[src/rtl/sio_pkg.sv]
package sio_pkg;
  localparam int MAX_PERIOD = 8;
  localparam int DIV_W = $clog2(MAX_PERIOD);
  typedef logic [DIV_W-1:0] div_t;

  // last count of one shift clock period for a rate code
  function automatic div_t period_last(input logic [1:0] code);
    case (code)
      2'b00:   period_last = div_t'(1);
      2'b01:   period_last = div_t'(3);
      default: period_last = div_t'(7);
    endcase
  endfunction

  // count at which the shift clock rises (end of the low half)
  function automatic div_t half_last(input logic [1:0] code);
    case (code)
      2'b00:   half_last = div_t'(0);
      2'b01:   half_last = div_t'(1);
      default: half_last = div_t'(3);
    endcase
  endfunction
endpackage

[src/rtl/sio_clkgen.sv]
module sio_clkgen
  import sio_pkg::*;
(
  input  logic       clk,
  input  logic       rst,
  input  logic       run,
  input  logic [1:0] rate,
  output logic       rise,
  output logic       fall,
  output logic       sck
);
  div_t cnt;

  assign rise = run && (cnt == half_last(rate));
  assign fall = run && (cnt >= period_last(rate));

  always_ff @(posedge clk) begin
    if (rst || !run) begin
      cnt <= '0;
      sck <= 1'b0;
    end else begin
      cnt <= fall ? '0 : cnt + div_t'(1);
      if (rise)      sck <= 1'b1;
      else if (fall) sck <= 1'b0;
    end
  end
endmodule

[src/rtl/sio_edge_sync.sv]
module sio_edge_sync #(
  parameter int STAGES = 2
) (
  input  logic clk,
  input  logic rst,
  input  logic sck_in,
  input  logic si_in,
  output logic rise,
  output logic fall,
  output logic si_bit
);
  logic [STAGES:0]   sck_s;
  logic [STAGES-1:0] si_s;

  always_ff @(posedge clk) begin
    if (rst) begin
      sck_s <= '0;
      si_s  <= '0;
    end else begin
      sck_s <= {sck_s[STAGES-1:0], sck_in};
      si_s  <= {si_s[STAGES-2:0], si_in};
    end
  end

  assign rise   = sck_s[STAGES-1] && !sck_s[STAGES];
  assign fall   = !sck_s[STAGES-1] && sck_s[STAGES];
  assign si_bit = si_s[STAGES-1];
endmodule

[src/rtl/sio_shifter.sv]
module sio_shifter #(
  parameter int W = 8
) (
  input  logic         clk,
  input  logic         rst,
  input  logic         en,
  input  logic         start,
  input  logic         abort,
  input  logic         load,
  input  logic [W-1:0] load_data,
  input  logic         rise,
  input  logic         fall,
  input  logic         si_bit,
  input  logic         irq_en,
  output logic [W-1:0] sr,
  output logic         busy,
  output logic         so,
  output logic         irq
);
  localparam int CNT_W = $clog2(W);
  logic [CNT_W-1:0] bits;

  always_ff @(posedge clk) begin
    if (rst) begin
      sr   <= '0;
      busy <= 1'b0;
      so   <= 1'b0;
      irq  <= 1'b0;
      bits <= '0;
    end else begin
      irq <= 1'b0;
      if (busy) begin
        if (!en || abort) begin
          busy <= 1'b0;
        end else begin
          if (rise) sr <= {sr[W-2:0], si_bit};
          if (fall) begin
            so <= sr[W-1];
            if (bits == CNT_W'(W-1)) begin
              busy <= 1'b0;
              irq  <= irq_en;
            end else begin
              bits <= bits + CNT_W'(1);
            end
          end
        end
      end else if (start && en && !abort) begin
        busy <= 1'b1;
        bits <= '0;
        so   <= sr[W-1];
      end else if (load) begin
        sr <= load_data;
        so <= load_data[W-1];
      end
    end
  end
endmodule

[src/rtl/sio_shift_port.sv]
module sio_shift_port #(
  parameter int W = 8,
  parameter int SYNC_STAGES = 2
) (
  input  logic         clk,
  input  logic         rst,
  input  logic         en_i,
  input  logic         master_i,
  input  logic [1:0]   rate_i,
  input  logic         irq_en_i,
  input  logic         busy_set_i,
  input  logic         busy_clr_i,
  input  logic         load_i,
  input  logic [W-1:0] load_data_i,
  output logic [W-1:0] rd_data_o,
  output logic         busy_o,
  output logic         irq_o,
  input  logic         si_i,
  input  logic         sck_i,
  output logic         sck_o,
  output logic         sck_oe_o,
  output logic         so_o,
  output logic         so_oe_o
);
  logic m_rise, m_fall, s_rise, s_fall, s_si;
  logic run, rise, fall, si_bit;

  assign run    = en_i && master_i && busy_o && !busy_clr_i;
  assign rise   = master_i ? m_rise : s_rise;
  assign fall   = master_i ? m_fall : s_fall;
  assign si_bit = master_i ? si_i : s_si;

  sio_clkgen u_clkgen (
    .clk(clk), .rst(rst), .run(run), .rate(rate_i),
    .rise(m_rise), .fall(m_fall), .sck(sck_o)
  );

  sio_edge_sync #(.STAGES(SYNC_STAGES)) u_sync (
    .clk(clk), .rst(rst), .sck_in(sck_i), .si_in(si_i),
    .rise(s_rise), .fall(s_fall), .si_bit(s_si)
  );

  sio_shifter #(.W(W)) u_shift (
    .clk(clk), .rst(rst), .en(en_i), .start(busy_set_i), .abort(busy_clr_i),
    .load(load_i), .load_data(load_data_i), .rise(rise), .fall(fall),
    .si_bit(si_bit), .irq_en(irq_en_i), .sr(rd_data_o), .busy(busy_o),
    .so(so_o), .irq(irq_o)
  );

  always_ff @(posedge clk) begin
    if (rst) begin
      sck_oe_o <= 1'b0;
      so_oe_o  <= 1'b0;
    end else begin
      sck_oe_o <= en_i && master_i;
      so_oe_o  <= en_i;
    end
  end
endmodule

[config.mk]
export PLATFORM = sky130hd
export DESIGN_NAME = sio_shift_port
export DESIGN_NICKNAME = d
export VERILOG_FILES = /design/src/rtl/sio_pkg.sv /design/src/rtl/sio_clkgen.sv /design/src/rtl/sio_edge_sync.sv /design/src/rtl/sio_shifter.sv /design/src/rtl/sio_shift_port.sv
export SDC_FILE = /design/constraint.sdc
export NUM_CORES = 1
export LEC_CHECK = 0
export BUFFER_PORTS_ARGS = -buffer_cell sky130_fd_sc_hd__buf_4
export CORE_MARGIN = 3
export CORE_UTILIZATION = 54
export DETAILED_ROUTE_END_ITERATION = 10
export GPL_TIMING_DRIVEN = 1
export PLACE_DENSITY = 0.82
export SYNTH_ARGS = -nofsm -noshare
export SYNTH_HDL_FRONTEND = slang
export SYNTH_SLANG_ARGS = --single-unit
[constraint.sdc]
create_clock -name clk -period 3.2 [get_ports clk]
set_input_delay 0.32 -clock clk [delete_from_list [all_inputs] [get_ports clk]]
set_output_delay 0.32 -clock clk [all_outputs]
set_load 0.05 [all_outputs]
# After elaboration in Yosys (flattened, before gate mapping)
# Cells that the tools add are included.
# classes
addsub,2
order_cmp,1
n_eq_ne,8
n_mux,27
bitwise_logic,3
n_reduce_logical,26
# ops
op,n
$mux W8,5
$mux W1,15
$mux W3,5
$logic_and A1 B1 Y1,9
$ne A2 B2 Y1 const B,4
$reduce_and A4 Y1,2
$add A3 B1 Y3 const B,2
$pmux W3 S2,1
$reduce_bool A2 Y1,3
$logic_not A1 Y1,5
$reduce_or A5 Y1,1
$pmux W2 S2,1
$eq A3 B2 Y1,1
$eq A3 B3 Y1 const B,1
$ge A3 B3 Y1,1
$not A1 Y1,3
$reduce_and A3 Y1,1
$reduce_bool A3 Y1,1
$eq A2 B1 Y1 const B,1
$logic_not A2 Y1,1
$logic_or A1 B1 Y1,2
$ne A2 B1 Y1 const B,1
$reduce_or A2 Y1,1
# word_totals
reg_bits,25
in_bits,20
out_inout_bits,14

# Depth between registers and ports, before layout
# logic_depth
depth_word,8
ltp_mapped,6
ltp_nobuf,6

# By module
# From an unflattened synthesis, not the netlist that was laid out.
# hier_totals
hier_cells,119
area_unflattened_um2,1293.7
# modules_own_cells
module,instances,cells_per_inst,area_per_inst_um2,seq_area_each_um2
sio_shifter,1,74,802.0,280.3
sio_clkgen,1,25,246.5,80.1
sio_edge_sync,1,12,143.9,100.1
sio_shift_port,1,8,101.3,40.0

# Least setup slack after synthesis
# No wires, ideal clock.
# synth_path
kind,register to register
start,reg u_shift.busy
end,reg u_shift.sr[0]
setup_time_ns,0.072
t_arrival_ns,1.735
setup_slack_ns,1.394
path_stages_with_launch,7
synth_period_minus_slack_ns,1.806
cell_sequence,dfxtp_1 buf_2 nand3b_1 o21ai_1 a22o_1 buf_6 mux2i_1
# synth_via
elab_chain_cells,6
word_cells_on_any_way,10
classes_between,3 x eq/ne; 2 x mux; 5 x reduce/logical
# synth_rtl
element,line,source
"start, declared",sio_shifter.sv:16,"output logic busy,"
"start signal, assigned",sio_shifter.sv:26,busy <= 1'b0;
"start signal, assigned",sio_shifter.sv:34,busy <= 1'b0;
"start signal, assigned",sio_shifter.sv:40,busy <= 1'b0;
$logic_and A1 B1 Y1 (2 in a row),sio_shift_port.sv:28,assign run = en_i && master_i && busy_o && !busy_clr_i;
$logic_and A1 B1 Y1,sio_clkgen.sv:14,assign rise = run && (cnt == half_last(rate));
$mux W1,sio_shift_port.sv:29,assign rise = master_i ? m_rise : s_rise;
$ne A2 B2 Y1 (no line),-,
$reduce_and A4 Y1 (no line),-,
"end signal, assigned",sio_shifter.sv:36,"if (rise) sr <= {sr[W-2:0], si_bit};"
"end signal, assigned",sio_shifter.sv:52,sr <= load_data;
"end, declared",sio_shifter.sv:15,"output logic [W-1:0] sr,"
# Parallel ways exist; a longest one is shown, timed or not.
# A chain may end at the register's enable or synchronous reset.

# Worst setup path after layout
# layout_path
start,reg u_clkgen.cnt[0]
end,reg u_shift.sr[0]
# layout_via
elab_chain_cells,5
# layout_rtl
element,line,source
"start, declared",sio_clkgen.sv:12,div_t cnt;
"start signal, assigned",sio_clkgen.sv:22,cnt <= fall ? '0 : cnt + div_t'(1);
$eq A3 B2 Y1,sio_clkgen.sv:14,
$logic_and A1 B1 Y1,sio_clkgen.sv:14,
$mux W1,sio_shift_port.sv:29,
$ne A2 B2 Y1 (no line),-,
$reduce_and A4 Y1 (no line),-,
# Every way passes these cells.

==> impl_metrics.ini <==
[cts]
cts_hold_buffers = 0
cts_tree = built
cts_resized = 0
cts-root-buf = clkbuf_4
cts.clk_slew.worst_paths_ns = 0.13
post-cts-setup-buffers = 0
clock_path_buffers = 2
cts_made_buffers = 3
h-tree-depth = 1
insertion_delay_ns = 0.32
clkSinkCount = 25

[pwr]
cell_internal_pwr_w = 0.000426
p_leak_nw = 0.622
swShare = 0.304
comb_power_share = 0.222
switching_power_w = 0.000186
peakVddDrop_mv = 0.366
seq_power_share = 0.548
pwr-share-clk = 0.231
power_density_nw_per_um2 = 408

[synthesis]
synth_most_common_cell = dfxtp_1
ys_types = 40
yosysTopAreaCell = dfxtp_1
yosysWarnings = 0
syn_inst = 124
synth_common_cells = dfxtp_1, inv_1, mux2i_1
synth_top_flop_cell = dfxtp_1
ys_seq_area_frac = 0.413
syn_nets = 149
synthesis.area_um2 = 1210
synth_top_cell_area_share = 0.413
ys_async_sr_fraction = 0
ys_ff_latch = 25
synth_enable_flop_cells = 0
synthTopCellsByArea = dfxtp_1, mux2i_1, ha_1, a221oi_1, a211oi_1
syn_avg_cell_area_um2 = 9.77

[routing]
drt-total-wl_mm = 2.70
drc_errors = 0
drt_iter0_drc = 22
postRouteAntennaNets = 0
vias = 1080
viasPerCell = 5.87
drt-wirelength-per-cell_um = 14.7
first_pass_iters = 4

[setup_path]
start_kind = register
critPathArrivalTime_ns = 2.20
cp-end-kind = register
critPathMaxFanout = 9
path_class = reg2reg
crit_required_ns = 3.46

[floorplanning]
fp-row-count = 16
ios = 34
die-height_um = 53.4
core_um2 = 2040
dieArea_um2 = 2850
die_x_um = 53.4
initial_core_util = 0.593

[timing]
rsz0062_at_grt = false
slew_violations = 0
tns_ns = 0
whs_ns = 0.187
relSlewSlack = 0.629
period_minus_slack_ns = 1.94
setup_violations = 0
fin_crit_sh = 0.606
fmaxAchievable_ghz = 0.516
tightestPinTransition_ns = 0.552
skew_ns = 0.00281
finalHoldViolCount = 0

[layout]
finalNonFillerCells = 184
multiInputGateArea_um2 = 642
areaGrowthSynthToFinish_pct = 23.9
fillers = 157
num_antenna_cells = 0
nets = 183
seqCellArea_um2 = 500
drive_above_1_share = 0.268

[placed_design]
gp_congestion = 0.799
io_buffers = 33
placed_cells = 180
dpl.hpwl_mm = 2.00

[global_route]
grt_usage = 0.211
grt_pass1_vias = 974
grt_start_max_net_pins = 22
grt_pass1_wl_mm = 4.38
antenna_found_initial = 0
grt_overflow_total = 0

[run_status]
outcome = finished, final reports clean

[job]
cap_violations = 0

[worst_hold_path]
min_path_type = in2reg
==> path summary, 6_finish.rpt <==
check                                           startpoint                    endpoint  slack (ns)  cells after the start
worst min-delay path                            busy_clr_i     u_shift.busy$_SDFF_PP0_        0.19                      2
worst max register to register  u_clkgen.cnt[0]$_SDFF_PP0_  u_shift.sr[0]$_SDFFE_PP0P_        1.26                      4
worst max-delay path            u_clkgen.cnt[0]$_SDFF_PP0_  u_shift.sr[0]$_SDFFE_PP0P_        1.26                      4
worst min register to register  u_sync.sck_s[0]$_SDFF_PP0_  u_sync.sck_s[1]$_SDFF_PP0_        0.46                      1
==> power groups by stage <==
| stage | Clock (W) | Combinational, W | Sequential, W |
|---|---|---|---|
| after floorplan | 0 | 0.0000485 | 0.000380 |
| after global placement | 0 | 0.000132 | 0.000341 |
| after detailed placement | 0 | 0.000136 | 0.000341 |
| after CTS | 0.000144 | 0.000136 | 0.000335 |
| after global routing | 0.000151 | 0.000145 | 0.000337 |
| final | 0.000141 | 0.000136 | 0.000335 |
==> metal layers <==
layer | vias to the layer above | part of all wire | global-route usage
met3 | 4 | 0.051 | 0.0254
li1 | 536 | - | -
met5 | - | 0 | 0
met4 | 0 | 0.015 | 0.0894
met1 | 514 | 0.45 | 0.262
met2 | 26 | 0.49 | 0.361
==> cells by family after synthesis <==
family,Yosys count,share of synthesized area
muxes,9,0.0744
adders and majority gates,5,0.0517
AOI/OAI and AO/OA,33,0.217
and+or+nand+nor,35,0.180
DFF,25,0.413
buffers and inverters,16,0.0568
xor gates and xnor gates,1,0.00723
==> flip-flops by register name (all words and copies together), names as in the netlist <==
signal        cells
sck_oe_o          1
u_clkgen.sck      1
u_shift.sr        8
u_sync.sck_s      3
u_shift.busy      1
u_shift.bits      3
u_shift.so        1
u_clkgen.cnt      3
u_shift.irq       1
so_oe_o           1
u_sync.si_s       2
==> critical path: stages (launching register included) <==
cell and delay, ns:
dfxtp_1 0.38, or4_4 0.56, a31oi_4 0.32, a22o_1 0.40, mux2i_1 0.21
==> layout make-up <==
| class | count | area share |
|---|---|---|
| clock inverters | 1 | 0.00334 |
| well taps | 27 | 0.0225 |
| flip-flops and latches | 25 | 0.334 |
| repair buffers | 34 | 0.170 |
| inverters | 11 | 0.0275 |
| clock buffers | 3 | 0.0150 |
| multi-input cells | 83 | 0.428 |
==> through the flow <==
| stage | utilization | setup slack (ns) | cell area (um2) | power (W) |
|---|---|---|---|---|
| 2_1_floorplan | - | 1.39 | 1210 | 0.000429 |
| 3_3_place_gp | 0.721 | 1.29 | 1470 | 0.000474 |
| 3_5_place_dp | 0.721 | 1.23 | 1470 | 0.000477 |
| 4_1_cts | 0.735 | 1.29 | 1500 | 0.000615 |
| 5_1_grt | 0.735 | 1.16 | 1500 | 0.000634 |
| 6_report | 0.735 | 1.26 | 1500 | 0.000612 |
==> placed cells by master, fill, tap and decap left out, types with 2 or more instances in the layout <==
cell / instances
nor2b_1: 5
a211oi_1: 8
nand2_1: 5
mux2i_1: 9
ha_1: 5
o32ai_1: 2
nor3_1: 2
nand3b_1: 2
or4bb_1: 2
clkbuf_4: 3
nor4_1: 4
o21ai_0: 2
a221oi_1: 7
and2_1: 2
inv_1: 10
dfxtp_1: 25
a21oi_1: 4
nor2_1: 4
nand3_1: 3
buf_4: 34
Note: power is estimated with default switching activity, not from simulation.
